[src/rtl/j1850_tx_pkg.sv]
package j1850_tx_pkg;
  localparam int BYTE_W = 8;
  localparam int CRC_W  = 8;

  typedef enum logic [1:0] {
    SYM_SOF  = 2'b00,
    SYM_EOD  = 2'b01,
    SYM_BIT0 = 2'b10,
    SYM_BIT1 = 2'b11
  } sym_e;

  typedef enum logic [2:0] {
    ST_IDLE,
    ST_WAIT,
    ST_SOF,
    ST_BITS,
    ST_EOD
  } tx_st_e;

  // one byte folded into the CRC, MSB first
  function automatic logic [CRC_W-1:0] crc_step(
    input logic [CRC_W-1:0]  c_in,
    input logic [BYTE_W-1:0] d,
    input logic [CRC_W-1:0]  poly
  );
    logic [CRC_W-1:0] c;
    logic fb;
    c = c_in;
    for (int i = BYTE_W - 1; i >= 0; i--) begin
      fb = c[CRC_W-1] ^ d[i];
      c  = {c[CRC_W-2:0], 1'b0};
      if (fb) c = c ^ poly;
    end
    return c;
  endfunction
endpackage

[src/rtl/j1850_crc_acc.sv]
module j1850_crc_acc
  import j1850_tx_pkg::*;
#(
  parameter logic [CRC_W-1:0] POLY = 8'h1D,
  parameter logic [CRC_W-1:0] INIT = 8'hFF
) (
  input  logic              clk,
  input  logic              rst,
  input  logic              init_i,
  input  logic              upd_i,
  input  logic [BYTE_W-1:0] byte_i,
  output logic [CRC_W-1:0]  crc_o
);
  logic [CRC_W-1:0] crc_q;

  always_ff @(posedge clk) begin
    if (rst)         crc_q <= INIT;
    else if (init_i) crc_q <= crc_step(INIT, byte_i, POLY);
    else if (upd_i)  crc_q <= crc_step(crc_q, byte_i, POLY);
  end

  assign crc_o = crc_q;
endmodule

[src/rtl/j1850_tx_hold.sv]
module j1850_tx_hold
  import j1850_tx_pkg::*;
(
  input  logic              clk,
  input  logic              rst,
  input  logic              wr_i,
  input  logic [BYTE_W-1:0] wdata_i,
  input  logic              eod_set_i,
  input  logic              idle_i,
  input  logic              accept_wr_i,
  input  logic              take_i,
  input  logic              abort_i,
  output logic              start_o,
  output logic              full_o,
  output logic [BYTE_W-1:0] data_o,
  output logic              eod_o,
  output logic              tdre_o
);
  logic              full_q, eod_q, tdre_q;
  logic [BYTE_W-1:0] data_q;
  logic              accept;

  assign accept  = wr_i & (idle_i | accept_wr_i);
  assign start_o = wr_i & idle_i;

  always_ff @(posedge clk) begin
    if (rst) begin
      full_q <= 1'b0;
      eod_q  <= 1'b0;
      tdre_q <= 1'b0;
      data_q <= '0;
    end else begin
      if (accept) data_q <= wdata_i;

      if (abort_i)     full_q <= 1'b0;
      else if (accept) full_q <= 1'b1;
      else if (take_i) full_q <= 1'b0;

      if (abort_i)                  eod_q <= 1'b0;
      else if (eod_set_i & ~idle_i) eod_q <= 1'b1;

      if (abort_i | accept | eod_set_i) tdre_q <= 1'b0;
      else if (take_i & ~eod_q)         tdre_q <= 1'b1;
    end
  end

  assign full_o = full_q;
  assign data_o = data_q;
  assign eod_o  = eod_q;
  assign tdre_o = tdre_q;
endmodule

[src/rtl/j1850_tx_fsm.sv]
module j1850_tx_fsm
  import j1850_tx_pkg::*;
(
  input  logic              clk,
  input  logic              rst,
  input  logic              start_i,
  input  logic              bus_idle_i,
  input  logic              hold_full_i,
  input  logic [BYTE_W-1:0] hold_data_i,
  input  logic              eod_i,
  input  logic [CRC_W-1:0]  crc_i,
  input  logic              sym_ack_i,
  input  logic              echo_i,
  output logic              sym_req_o,
  output logic [1:0]        sym_code_o,
  output logic              idle_o,
  output logic              accept_wr_o,
  output logic              take_o,
  output logic              crc_init_o,
  output logic              crc_upd_o,
  output logic              loss_o,
  output logic              urun_o,
  output logic              done_o
);
  localparam int CNT_W = $clog2(BYTE_W);

  tx_st_e            st;
  logic [BYTE_W-1:0] shreg;
  logic [CNT_W-1:0]  bcnt;
  logic              in_crc;
  logic              last_bit, sent_rec, ack_bits, byte_end, to_crc, frame_go;

  assign last_bit = (bcnt == CNT_W'(BYTE_W - 1));
  assign sent_rec = shreg[BYTE_W-1];
  assign ack_bits = (st == ST_BITS) & sym_ack_i;
  assign loss_o   = ack_bits & sent_rec & ~echo_i;
  assign byte_end = ack_bits & ~loss_o & last_bit;
  assign frame_go = (st == ST_WAIT) & bus_idle_i;

  assign crc_upd_o  = byte_end & ~in_crc & hold_full_i;
  assign crc_init_o = frame_go;
  assign take_o     = frame_go | crc_upd_o;
  assign to_crc     = byte_end & ~in_crc & ~hold_full_i & eod_i;
  assign urun_o     = byte_end & ~in_crc & ~hold_full_i & ~eod_i;
  assign done_o     = (st == ST_EOD) & sym_ack_i;

  assign idle_o      = (st == ST_IDLE);
  assign sym_req_o   = (st == ST_SOF) | (st == ST_BITS) | (st == ST_EOD);
  assign accept_wr_o = ((st == ST_WAIT) | (st == ST_SOF) | (st == ST_BITS))
                       & ~in_crc & ~eod_i;

  always_comb begin
    case (st)
      ST_BITS: sym_code_o = sent_rec ? SYM_BIT1 : SYM_BIT0;
      ST_EOD:  sym_code_o = SYM_EOD;
      default: sym_code_o = SYM_SOF;
    endcase
  end

  always_ff @(posedge clk) begin
    if (rst) begin
      st     <= ST_IDLE;
      shreg  <= '0;
      bcnt   <= '0;
      in_crc <= 1'b0;
    end else begin
      case (st)
        ST_IDLE: begin
          in_crc <= 1'b0;
          if (start_i) st <= ST_WAIT;
        end
        ST_WAIT: begin
          if (bus_idle_i) begin
            st    <= ST_SOF;
            shreg <= hold_data_i;
            bcnt  <= '0;
          end
        end
        ST_SOF: begin
          if (sym_ack_i) st <= ST_BITS;
        end
        ST_BITS: begin
          if (sym_ack_i) begin
            if (loss_o) begin
              st <= ST_IDLE;
            end else if (last_bit) begin
              bcnt <= '0;
              if (in_crc) begin
                st <= ST_EOD;
              end else if (hold_full_i) begin
                shreg <= hold_data_i;
              end else if (to_crc) begin
                shreg  <= ~crc_i;
                in_crc <= 1'b1;
              end else begin
                st <= ST_IDLE;
              end
            end else begin
              shreg <= {shreg[BYTE_W-2:0], 1'b0};
              bcnt  <= bcnt + CNT_W'(1);
            end
          end
        end
        ST_EOD: begin
          if (sym_ack_i) st <= ST_IDLE;
        end
        default: st <= ST_IDLE;
      endcase
    end
  end
endmodule

[src/rtl/j1850_tx_seq.sv]
module j1850_tx_seq
  import j1850_tx_pkg::*;
#(
  parameter logic [CRC_W-1:0] CRC_POLY = 8'h1D,
  parameter logic [CRC_W-1:0] CRC_INIT = 8'hFF
) (
  input  logic              clk,
  input  logic              rst,
  input  logic              dat_wr_i,
  input  logic [BYTE_W-1:0] dat_i,
  input  logic              eod_set_i,
  input  logic [1:0]        stat_clr_i,
  input  logic              bus_idle_i,
  input  logic              sym_ack_i,
  input  logic              sym_echo_i,
  output logic              sym_req_o,
  output logic [1:0]        sym_code_o,
  output logic              tdre_o,
  output logic              loa_o,
  output logic              urun_o
);
  // internal events, named for the checker
  logic              idle_w, accept_w, take_w, start_w, abort_w;
  logic              crc_init_w, crc_upd_w;
  logic              loss_ev, urun_ev, done_ev;
  logic              hold_full_w, eod_w;
  logic [BYTE_W-1:0] hold_data_w;
  logic [CRC_W-1:0]  crc_w;
  logic              loa_q, urun_q;

  assign abort_w = loss_ev | urun_ev | done_ev;

  j1850_tx_hold u_hold (
    .clk         (clk),
    .rst         (rst),
    .wr_i        (dat_wr_i),
    .wdata_i     (dat_i),
    .eod_set_i   (eod_set_i),
    .idle_i      (idle_w),
    .accept_wr_i (accept_w),
    .take_i      (take_w),
    .abort_i     (abort_w),
    .start_o     (start_w),
    .full_o      (hold_full_w),
    .data_o      (hold_data_w),
    .eod_o       (eod_w),
    .tdre_o      (tdre_o)
  );

  j1850_crc_acc #(.POLY(CRC_POLY), .INIT(CRC_INIT)) u_crc (
    .clk    (clk),
    .rst    (rst),
    .init_i (crc_init_w),
    .upd_i  (crc_upd_w),
    .byte_i (hold_data_w),
    .crc_o  (crc_w)
  );

  j1850_tx_fsm u_fsm (
    .clk         (clk),
    .rst         (rst),
    .start_i     (start_w),
    .bus_idle_i  (bus_idle_i),
    .hold_full_i (hold_full_w),
    .hold_data_i (hold_data_w),
    .eod_i       (eod_w),
    .crc_i       (crc_w),
    .sym_ack_i   (sym_ack_i),
    .echo_i      (sym_echo_i),
    .sym_req_o   (sym_req_o),
    .sym_code_o  (sym_code_o),
    .idle_o      (idle_w),
    .accept_wr_o (accept_w),
    .take_o      (take_w),
    .crc_init_o  (crc_init_w),
    .crc_upd_o   (crc_upd_w),
    .loss_o      (loss_ev),
    .urun_o      (urun_ev),
    .done_o      (done_ev)
  );

  // sticky status: a new event wins over a clear in the same cycle
  always_ff @(posedge clk) begin
    if (rst) begin
      loa_q  <= 1'b0;
      urun_q <= 1'b0;
    end else begin
      if (loss_ev)            loa_q <= 1'b1;
      else if (stat_clr_i[0]) loa_q <= 1'b0;
      if (urun_ev)            urun_q <= 1'b1;
      else if (stat_clr_i[1]) urun_q <= 1'b0;
    end
  end

  assign loa_o  = loa_q;
  assign urun_o = urun_q;
endmodule

[config.mk]
export PLATFORM = sky130hd
export DESIGN_NAME = j1850_tx_seq
export DESIGN_NICKNAME = d
export VERILOG_FILES = /design/src/rtl/j1850_tx_pkg.sv /design/src/rtl/j1850_crc_acc.sv /design/src/rtl/j1850_tx_hold.sv /design/src/rtl/j1850_tx_fsm.sv /design/src/rtl/j1850_tx_seq.sv
export SDC_FILE = /design/constraint.sdc
export NUM_CORES = 1
export LEC_CHECK = 0
export ABC_CLOCK_PERIOD_IN_PS = 7660
export BUFFER_PORTS_ARGS = -buffer_cell sky130_fd_sc_hd__buf_2
export CAP_MARGIN = 20
export CORE_ASPECT_RATIO = 1.4
export CORE_MARGIN = 1.5
export CORE_UTILIZATION = 60
export CTS_CLUSTER_SIZE = 24
export DETAILED_ROUTE_END_ITERATION = 8
export PLACE_DENSITY = 0.82
export SYNTH_ARGS = -nofsm -noshare
export SYNTH_HDL_FRONTEND = slang
export SYNTH_SLANG_ARGS = --single-unit
[constraint.sdc]
create_clock -name clk -period 7.66 [get_ports clk]
set_input_delay 2.298 -clock clk [delete_from_list [all_inputs] [get_ports clk]]
set_output_delay 2.298 -clock clk [all_outputs]
set_load 0.01 [all_outputs]
==> flow_metrics.py, run 1 <==
metrics = {
    "status": {
        "status": "finished clean",
    },
    "global_route": {
        "grt_overflow": 0,
        "grt_usage_pct": 27.14,
        "grt_pass1_vias": 1755,
        "antenna_found_initial": 0,
        "grt_pass1_wl_mm": 7.990,
        "grt_max_degree": 28,
    },
    "worst_setup_path": {
        "cp_max_fo": 15,
        "critPathCaptureType": "output port",
        "arrival_ps": 1730,
        "crit_path_start_kind": "register",
        "worstSetupStartpoint": "u_fsm.st[0]$_SDFFE_PP0P_",
        "r2r_start": "u_fsm.st[0]$_SDFFE_PP0P_",
        "critPathRequiredTime_ps": 5360,
        "worstSetupPathType": "register to output port",
    },
    "logic_synthesis": {
        "ys_seq_area_share_pct": 32.65,
        "ys_seq_elements": 36,
        "ys_top_cells_by_area": "dfxtp_1 33%, xnor2_1 10%, a21oi_1 6.3%",
        "synth_fp_nets": 281,
        "avgSynthCellArea_um2": 8.424,
        "synth_flop_cell": "dfxtp_1",
        "synth_top_area_share_pct": 32.65,
        "synth_warnings": 0,
        "synth_area_leader_cell": "dfxtp_1",
        "synth_edf_count": 0,
        "synthCells": 262,
        "synthArstFlopShare_pct": 0,
        "netlist_area_um2": 2207,
        "yosys.cell_types.count": 47,
    },
    "cells_and_area": {
        "num-nets-final": 292,
        "drive_gt1_share_pct": 12.41,
        "num_antenna_cells": 0,
        "area.growth.synth_to_final_pct": 8.333,
    },
    "die": {
        "num_rows": 25,
        "die_w_um": 54.26,
        "ios": 23,
        "initial_core_util_pct": 64.15,
        "core_um2": 3441,
        "die_y_um": 74.77,
        "die_area_um2": 4057,
    },
    "clock_tree": {
        "postCtsSetupBuffers": 0,
        "tritoncts": "built",
        "ctsHtreeMaxLevel": 2,
        "cts_hold_buffers": 0,
        "root_buffer": "clkbuf_8",
        "cts_buffers": 5,
        "clk_path_buf_depth": 2,
        "path_clk_slew_ps": 70,
        "cts.sinks": 36,
        "clk_latency_ps": 300,
        "cts_resized": 0,
    },
    "sta": {
        "min_period_over_period_pct": 52.61,
        "report.final.setup_viol": 0,
        "setup-tns-final_ps": 0,
        "worst_slew_pin_slew_ps": 976.5,
        "slew_viol_final": 0,
        "fmax_ghz": 0.2481,
        "rsz0062_at_grt": "no",
        "slew_headroom_pct": 34.60,
        "period_needed_ps": 4030,
        "skew_ps": 11.08,
        "hold_violations": 0,
    },
    "power": {
        "finalPower_mw": 0.5701,
        "p_leak_nw": 0.9891,
        "cellPowerDensity_nw_per_um2": 238.4,
        "ir_drop_mv": 0.1794,
    },
    "drt": {
        "drc_errors": 0,
        "dr.pass1.iters": 4,
        "vias": 1890,
        "drt_iter0_drc": 51,
        "drt-total-wl_mm": 4.990,
        "viasPerCell": 6.019,
        "ant_nets": 0,
        "wire_per_inst_um": 15.89,
    },
    "worst_hold_path": {
        "min_from": "u_fsm.bcnt[1]$_SDFFE_PP0P_",
        "hp-class": "register to register",
    },
    "run": {
        "drv_cap": 0,
    },
    "placement": {
        "hpwlAfterDp_mm": 3.566,
        "io_buffers": 22,
        "gp_congestion": 0.8531,
    },
}
area by class of cell:
cell class,instances,area (um2)
well taps,40,50.05
repair buffers,23,117.6
multi-input cells,203,1398
fillers,294,1050
clock buffers,8,90.09
flip-flops and latches,36,720.7
inverters,4,15.01
cells in the mapped netlist, types with 3 or more instances:
| cell type | count |
|---|---|
| mux2i_1 | 10 |
| a31oi_1 | 3 |
| o211ai_1 | 6 |
| xor2_1 | 9 |
| xnor3_1 | 3 |
| o21ai_0 | 4 |
| dfxtp_1 | 36 |
| nand2b_1 | 14 |
| o221ai_1 | 7 |
| or4_1 | 3 |
| a21oi_1 | 28 |
| nand3_1 | 3 |
| xnor2_1 | 26 |
| clkbuf_1 | 15 |
| nand2_1 | 20 |
| inv_1 | 3 |
| nor2_1 | 32 |
power by group:
group	leakage [nW]	switching (mW)	internal, mW
clock network	0.0455	0.0689	0.0734
registers	0.294	0.0218	0.200
logic	0.650	0.0965	0.110
total	0.989	0.187	0.383
placed cells by master, fill, tap and decap left out, drive strengths merged, types with 6 or more instances in the layout:
master,Yosys,routed
a21oi,28,28
buf,3,23
clkbuf,16,8
dfxtp,36,36
mux2i,10,10
nand2,20,20
nand2b,14,14
nor2,32,32
o211ai,6,6
o21ai,6,6
o221ai,7,7
xnor2,27,27
xor2,9,9
registers in the layout (all words and copies together), names as in the netlist:
name	flops
u_crc.crc_o	8
u_fsm.shreg	8
u_hold.data_o	8
u_fsm.bcnt	3
u_fsm.st	3
loa_o	1
u_fsm.in_crc	1
u_hold.eod_o	1
u_hold.full_o	1
u_hold.tdre_o	1
urun_o	1
per-layer routing:
| layer | up-vias | routed length, um | global-route usage [%] |
|---|---|---|---|
| met4 | 0 | 87 | 11.11 |
| met5 | - | 0 | 0 |
| met3 | 8 | 113 | 4.167 |
| met1 | 915 | 2136 | 29.38 |
| met2 | 38 | 2651 | 50.60 |
| li1 | 929 | - | - |
critical path: stages (launching register included):
cell and delay, ps:
dfxtp_1 510, nand3b_1 470, inv_1 290, buf_2 170
cells by family after synthesis:
logic type	after synthesis	synth area share [%]
and+or+nand+nor	89	20.24
AOI/OAI and AO/OA	60	17.01
xor gates and xnor gates	41	19.90
DFF	36	32.65
buffers and inverters	23	4.024
muxes	11	5.045
adders and majority gates	2	1.134
stage by stage:
step | util (%) | hold slack, ps | area (um2) | instances | setup slack, ps
after global routing | 69.49 | 487.1 | 2391 | 314 | 3401
final | 69.49 | 461.5 | 2391 | 314 | 3630
after global placement | 66.65 | 455.8 | 2293 | 305 | 3452
after CTS | 69.27 | 462.7 | 2384 | 313 | 3636
after detailed placement | 66.65 | 452.8 | 2293 | 305 | 3358
after floorplan | - | 435.6 | 2207 | 262 | 3968
final timing paths:
| check | to | slack, ps | cells after the start |
|---|---|---|---|
| setup / recovery | sym_code_o[1] | 3630 | 3 |
| hold / removal | u_fsm.bcnt[1]$_SDFFE_PP0P_ | 460 | 2 |
| setup reg to reg | u_fsm.shreg[7]$_SDFFE_PP0P_ | 4810 | 7 |
| hold reg to reg | u_fsm.bcnt[1]$_SDFFE_PP0P_ | 460 | 2 |
No activity file was read; power rests on OpenSTA's default activity.
==> run 2: changes to the inputs <==
ABC_CLOCK_PERIOD_IN_PS = 3700   (was 7660)
CORE_UTILIZATION = 53   (was 60)
PLACE_DENSITY = 0.77   (was 0.82)
clock period = 3.7 ns   (was 7.66 ns; I/O delays follow)
==> run 2 against run 1 <==
Against the previous run:
- non-clock buffer count grew 1
- clock power grew 87%
- global-route usage shrank 3.5 points
- sequential share of layout area is essentially flat
- critical path type unchanged
- flip-flop and latch count is the same
- critical endpoint unchanged
==> flow_metrics.py, run 2 (same netlist as run 1, synthesis figures left out) <==
metrics = {
    "drt": {
        "vias": 1863,
        "wire_per_inst_um": 15.47,
        "drt_iter0_drc": 53,
        "drc_errors": 0,
        "dr.pass1.iters": 4,
        "ant_nets": 0,
        "viasPerCell": 5.877,
        "drt-total-wl_mm": 4.905,
    },
    "worst_setup_path": {
        "worstSetupPathType": "register to output port",
        "critPathCaptureType": "output port",
        "arrival_ps": 1730,
        "crit_cells": 3,
        "critical_path_buf_inv_count": 2,
        "critPathRequiredTime_ps": 2590,
        "cp_max_fo": 15,
        "path_cells": "nand3b_1 > inv_1 > buf_2",
        "crit_path_start_kind": "register",
        "slowest_stage": "dfxtp_1",
        "cp_slowest_stage_delay_ps": 500,
        "reg2reg_depth": 6,
        "crit_family": "flip-flops",
    },
    "sta": {
        "rsz0062_at_grt": "no",
        "setup-tns-final_ps": 0,
        "worst_slack_ps": 859.6,
        "slew_viol_final": 0,
        "min_period_over_period_pct": 76.77,
        "worst_slew_pin_slew_ps": 609.8,
        "hold_violations": 0,
        "skew_ps": 7.091,
        "period_needed_ps": 2840,
        "slew_headroom_pct": 59.35,
        "fmax_ghz": 0.3521,
        "report.final.setup_viol": 0,
    },
    "run": {
        "drv_cap": 0,
    },
    "cells_and_area": {
        "fillers": 354,
        "final_cell_mix": "36 x dfxtp_1, 32 x nor2_1, 28 x a21oi_1, 26 x xnor2_1, 22 x buf_2",
        "num-nets-final": 293,
        "drive_gt1_share_pct": 12.77,
        "num_antenna_cells": 0,
        "area.growth.synth_to_final_pct": 8.277,
        "final_common_cell": "dfxtp_1",
    },
    "die": {
        "initial_core_util_pct": 55.84,
        "die_w_um": 57.54,
        "core_um2": 3953,
        "die_area_um2": 4566,
        "ios": 23,
        "die_y_um": 79.36,
        "num_rows": 27,
    },
    "placement": {
        "detailedPlace.worstSlack_ps": 1070,
        "io_buffers": 22,
        "hpwlAfterDp_mm": 3.539,
        "gp_congestion": 0.8508,
    },
    "global_route": {
        "grt_pass1_wl_mm": 8.238,
        "grt_overflow": 0,
        "grt_usage_pct": 23.68,
        "grt_pass1_vias": 1757,
        "grt_max_degree": 28,
        "antenna_found_initial": 0,
    },
    "power": {
        "ir_drop_mv": 0.2987,
        "p_leak_nw": 0.9899,
        "cellPowerDensity_nw_per_um2": 478.2,
        "finalPower_mw": 1.143,
    },
    "clock_tree": {
        "cts_resized": 0,
        "cts_hold_buffers": 0,
        "tritoncts": "built",
        "clk_latency_ps": 290,
        "postCtsSetupBuffers": 0,
        "cts_buffers": 5,
        "path_clk_slew_ps": 70,
        "cts.sinks": 36,
        "root_buffer": "clkbuf_8",
        "clk_path_buf_depth": 2,
        "ctsHtreeMaxLevel": 2,
    },
    "worst_hold_path": {
        "hp-class": "register to register",
        "min_path_cells": 2,
    },
    "status": {
        "status": "finished clean",
    },
}
## run 2: cell types whose count changed in the layout (fill, tap and decap cells not counted)
cell	before	now
clkinv_2	0	1
clkbuf_8	6	5
clkbuf_1	2	1
buf_4	1	2
## run 2: final cells by class
type | instances | area [um2] | area share [%]
Multi-Input combinational cell | 203 | 1398 | 58.48
Sequential cell | 36 | 720.7 | 30.16
Timing Repair Buffer | 24 | 125.1 | 5.236
Clock buffer | 6 | 72.57 | 3.037
Tap cell | 43 | 53.80 | 2.251
Inverter | 4 | 15.01 | 0.6283
Clock inverter | 1 | 5.005 | 0.2094
## run 2: worst paths after layout
kind,startpoint,to,slack (ps)
worst max-delay path,u_fsm.st[0]$_SDFFE_PP0P_,sym_code_o[1],860
worst min-delay path,u_fsm.bcnt[1]$_SDFFE_PP0P_,u_fsm.bcnt[1]$_SDFFE_PP0P_,460
worst max register to register,u_hold.data_o[2]$_SDFFE_PP0P_,u_crc.crc_o[4]$_SDFFE_PP1P_,1080
worst min register to register,u_fsm.bcnt[1]$_SDFFE_PP0P_,u_fsm.bcnt[1]$_SDFFE_PP0P_,460
## run 2: through the flow
stage / util (%) / instance area, um2 / hold slack (ps) / std cells
final: 60.46 / 2390 / 462.9 / 317
after detailed placement: 58.31 / 2305 / 453.9 / 309
after floorplan: - / 2207 / 435.6 / 262
after CTS: 60.27 / 2382 / 464.6 / 316
after global routing: 60.46 / 2390 / 486.7 / 317
after global placement: 58.31 / 2305 / 450.6 / 309
## run 2: layer usage
metal	up-vias	GRT usage (%)	part of all wire (%)
li1	934	-	-
met1	890	26.19	42
met2	29	43.18	53
met3	10	4.072	2.6
met4	0	10.23	2.3
met5	-	0	0
## run 2: tightest hold or removal path: cells and delay by family, from the launching register on
| family | cells | cell delay, ps |
|---|---|---|
| flops | 1 | 320 |
| simple gates | 1 | 50 |
| compound gates | 1 | 50 |
## run 2: power breakdown
part | internal, mW | switching, mW | total, mW | leakage, nW
sequential | 0.414 | 0.0451 | 0.459 | 0.294
clock | 0.128 | 0.137 | 0.265 | 0.0410
combinational | 0.228 | 0.191 | 0.419 | 0.655
total | 0.770 | 0.373 | 1.14 | 0.990
==> run 3: changes to the inputs <==
ABC_CLOCK_PERIOD_IN_PS = 2700   (was 3700)
CORE_UTILIZATION = 58   (was 53)
PLACE_DENSITY = 0.8   (was 0.77)
clock period = 2.7 ns   (was 3.7 ns; I/O delays follow)
==> run 3 against run 2 <==
Against the previous run:
- via count grew 3.5%
- clock skew grew 1.0 ps
- register-to-register slack lost 820 ps
- die area shrank 8.2%
- final area grew 3.3%
- setup slack lost 600 ps
- power grew 42%
- count of clock-buffer cells in the layout grew 2
- first-iteration DRC count grew 51%
- combinational power grew 43%
- global-route usage grew 2.6 points
- critical path depth grew 3
- highest routed layer unchanged
==> flow_metrics.py, run 3 (same netlist as run 1, synthesis figures left out) <==
metrics = {
    "status": {
        "status": "finished clean",
    },
    "worst_hold_path": {
        "hp-class": "register to register",
    },
    "run": {
        "drv_cap": 0,
    },
    "drt": {
        "dr.pass1.iters": 4,
        "drt-total-wl_mm": 5.073,
        "wire_per_inst_um": 15.56,
        "viasPerCell": 5.917,
        "drc_errors": 0,
        "ant_nets": 0,
        "vias": 1929,
        "drt_iter0_drc": 80,
    },
    "worst_setup_path": {
        "crit_family": "XOR/XNOR gates",
        "cp_slowest_stage_delay_ps": 460,
        "cp_max_fo": 5,
        "path_cells": "xor2_1 > xnor2_1 > xor3_2 > xnor3_1 > or3_1 > a41oi_1",
        "worstSetupPathType": "register to register",
        "critPathCaptureType": "register",
        "slowest_stage": "dfxtp_1",
        "arrival_ps": 2650,
        "crit_path_start_kind": "register",
        "critPathRequiredTime_ps": 2900,
        "critical_path_buf_inv_count": 0,
    },
    "sta": {
        "hold_violations": 0,
        "min_period_over_period_pct": 90.45,
        "slew_viol_final": 0,
        "period_needed_ps": 2442,
        "report.final.setup_viol": 0,
        "setup-tns-final_ps": 0,
        "fmax_ghz": 0.4095,
        "skew_ps": 8.138,
        "worst_slew_pin_slew_ps": 527.3,
        "slew_headroom_pct": 64.77,
        "rsz0062_at_grt": "no",
    },
    "clock_tree": {
        "root_buffer": "clkbuf_8",
        "postCtsSetupBuffers": 0,
        "cts_hold_buffers": 0,
        "tritoncts": "built",
        "ctsHtreeMaxLevel": 2,
        "cts_buffers": 5,
        "cts.sinks": 36,
        "clk_path_buf_depth": 2,
        "clk_latency_ps": 290,
        "cts_resized": 0,
        "path_clk_slew_ps": 80,
    },
    "die": {
        "core_um2": 3643,
        "num_rows": 26,
        "die_y_um": 75.99,
        "die_w_um": 55.14,
        "ios": 23,
        "initial_core_util_pct": 60.58,
        "die_area_um2": 4190,
    },
    "cells_and_area": {
        "drive_gt1_share_pct": 15.49,
        "area.growth.synth_to_final_pct": 11.85,
        "postLayoutCellArea_um2": 2469,
        "final_common_cell": "dfxtp_1",
        "fillers": 300,
        "num-nets-final": 302,
        "num_antenna_cells": 0,
        "final_cell_mix": "36 x dfxtp_1, 32 x nor2_1, 28 x a21oi_1, 26 x xnor2_1, 22 x buf_2",
    },
    "global_route": {
        "grt_pass1_vias": 1800,
        "grt_overflow": 0,
        "grt_max_degree": 28,
        "grt_usage_pct": 26.24,
        "grt_pass1_wl_mm": 8.190,
        "antenna_found_initial": 0,
    },
    "placement": {
        "hpwlAfterDp_mm": 3.692,
        "gp_congestion": 0.8848,
        "io_buffers": 22,
        "placed_cell_area_um2": 2379,
    },
    "power": {
        "p_leak_nw": 1.040,
        "ir_drop_mv": 0.5010,
        "cellPowerDensity_nw_per_um2": 658.9,
    },
}
==> run 3: changes by cell type in the layout (fill, tap and decap cells not counted), sizes merged <==
cell / delta
buf: +9
clkbuf: +2
clkinv: -1
==> run 3: tightest hold or removal path: cells and delay by family, from the launching register on <==
kind	cells	cell delay [ps]
AO/OA/AOI/OAI	1	50
AND/OR/NAND/NOR	1	50
flip-flops	1	310
==> run 3: worst paths after layout <==
check                                                  from  cells past startpoint  slack (ps)                          end
worst max register to register  u_crc.crc_o[6]$_SDFFE_PP1P_                      6         260  u_crc.crc_o[4]$_SDFFE_PP1P_
worst min register to register   u_fsm.bcnt[1]$_SDFFE_PP0P_                      2         460   u_fsm.bcnt[1]$_SDFFE_PP0P_
worst min-delay path             u_fsm.bcnt[1]$_SDFFE_PP0P_                      2         460   u_fsm.bcnt[1]$_SDFFE_PP0P_
worst max-delay path            u_crc.crc_o[6]$_SDFFE_PP1P_                      6         260  u_crc.crc_o[4]$_SDFFE_PP1P_
==> run 3: per-stage QoR <==
| step | power, mW | cells | hold WS (ps) | worst slack [ps] | utilization (%) |
|---|---|---|---|---|---|
| floorplan | 1.115 | 262 | 435.6 | 216.6 | - |
| global placement | 1.209 | 318 | 445.1 | 371.3 | 65.28 |
| detailed placement | 1.227 | 318 | 452.6 | 285.9 | 65.28 |
| CTS | 1.622 | 326 | 462.3 | 275.2 | 67.75 |
| global route | 1.704 | 326 | 502.6 | 168.4 | 67.75 |
| finish | 1.627 | 326 | 460.4 | 258.0 | 67.75 |
==> run 3: layout make-up <==
type	instances	area [um2]	area share, %
timing repair buffer	33	192.7	7.805
tap	42	52.55	2.129
clock buffer	8	90.09	3.649
inverter	4	15.01	0.6082
sequential	36	720.7	29.19
multi-input combinational	203	1398	56.61
==> run 3: per-layer routing <==
layer / vias up / wire (um) / GRT usage, %
li1: 951 / - / -
met1: 888 / 2122 / 32.45
met2: 65 / 2503 / 42.38
met3: 25 / 224 / 4.706
met4: 0 / 223 / 12.20
met5: - / 0 / 0
==> run 3: power breakdown <==
| part | switching [mW] | internal (mW) |
|---|---|---|
| clock | 0.195 | 0.208 |
| combinational | 0.276 | 0.324 |
| sequential | 0.0553 | 0.567 |
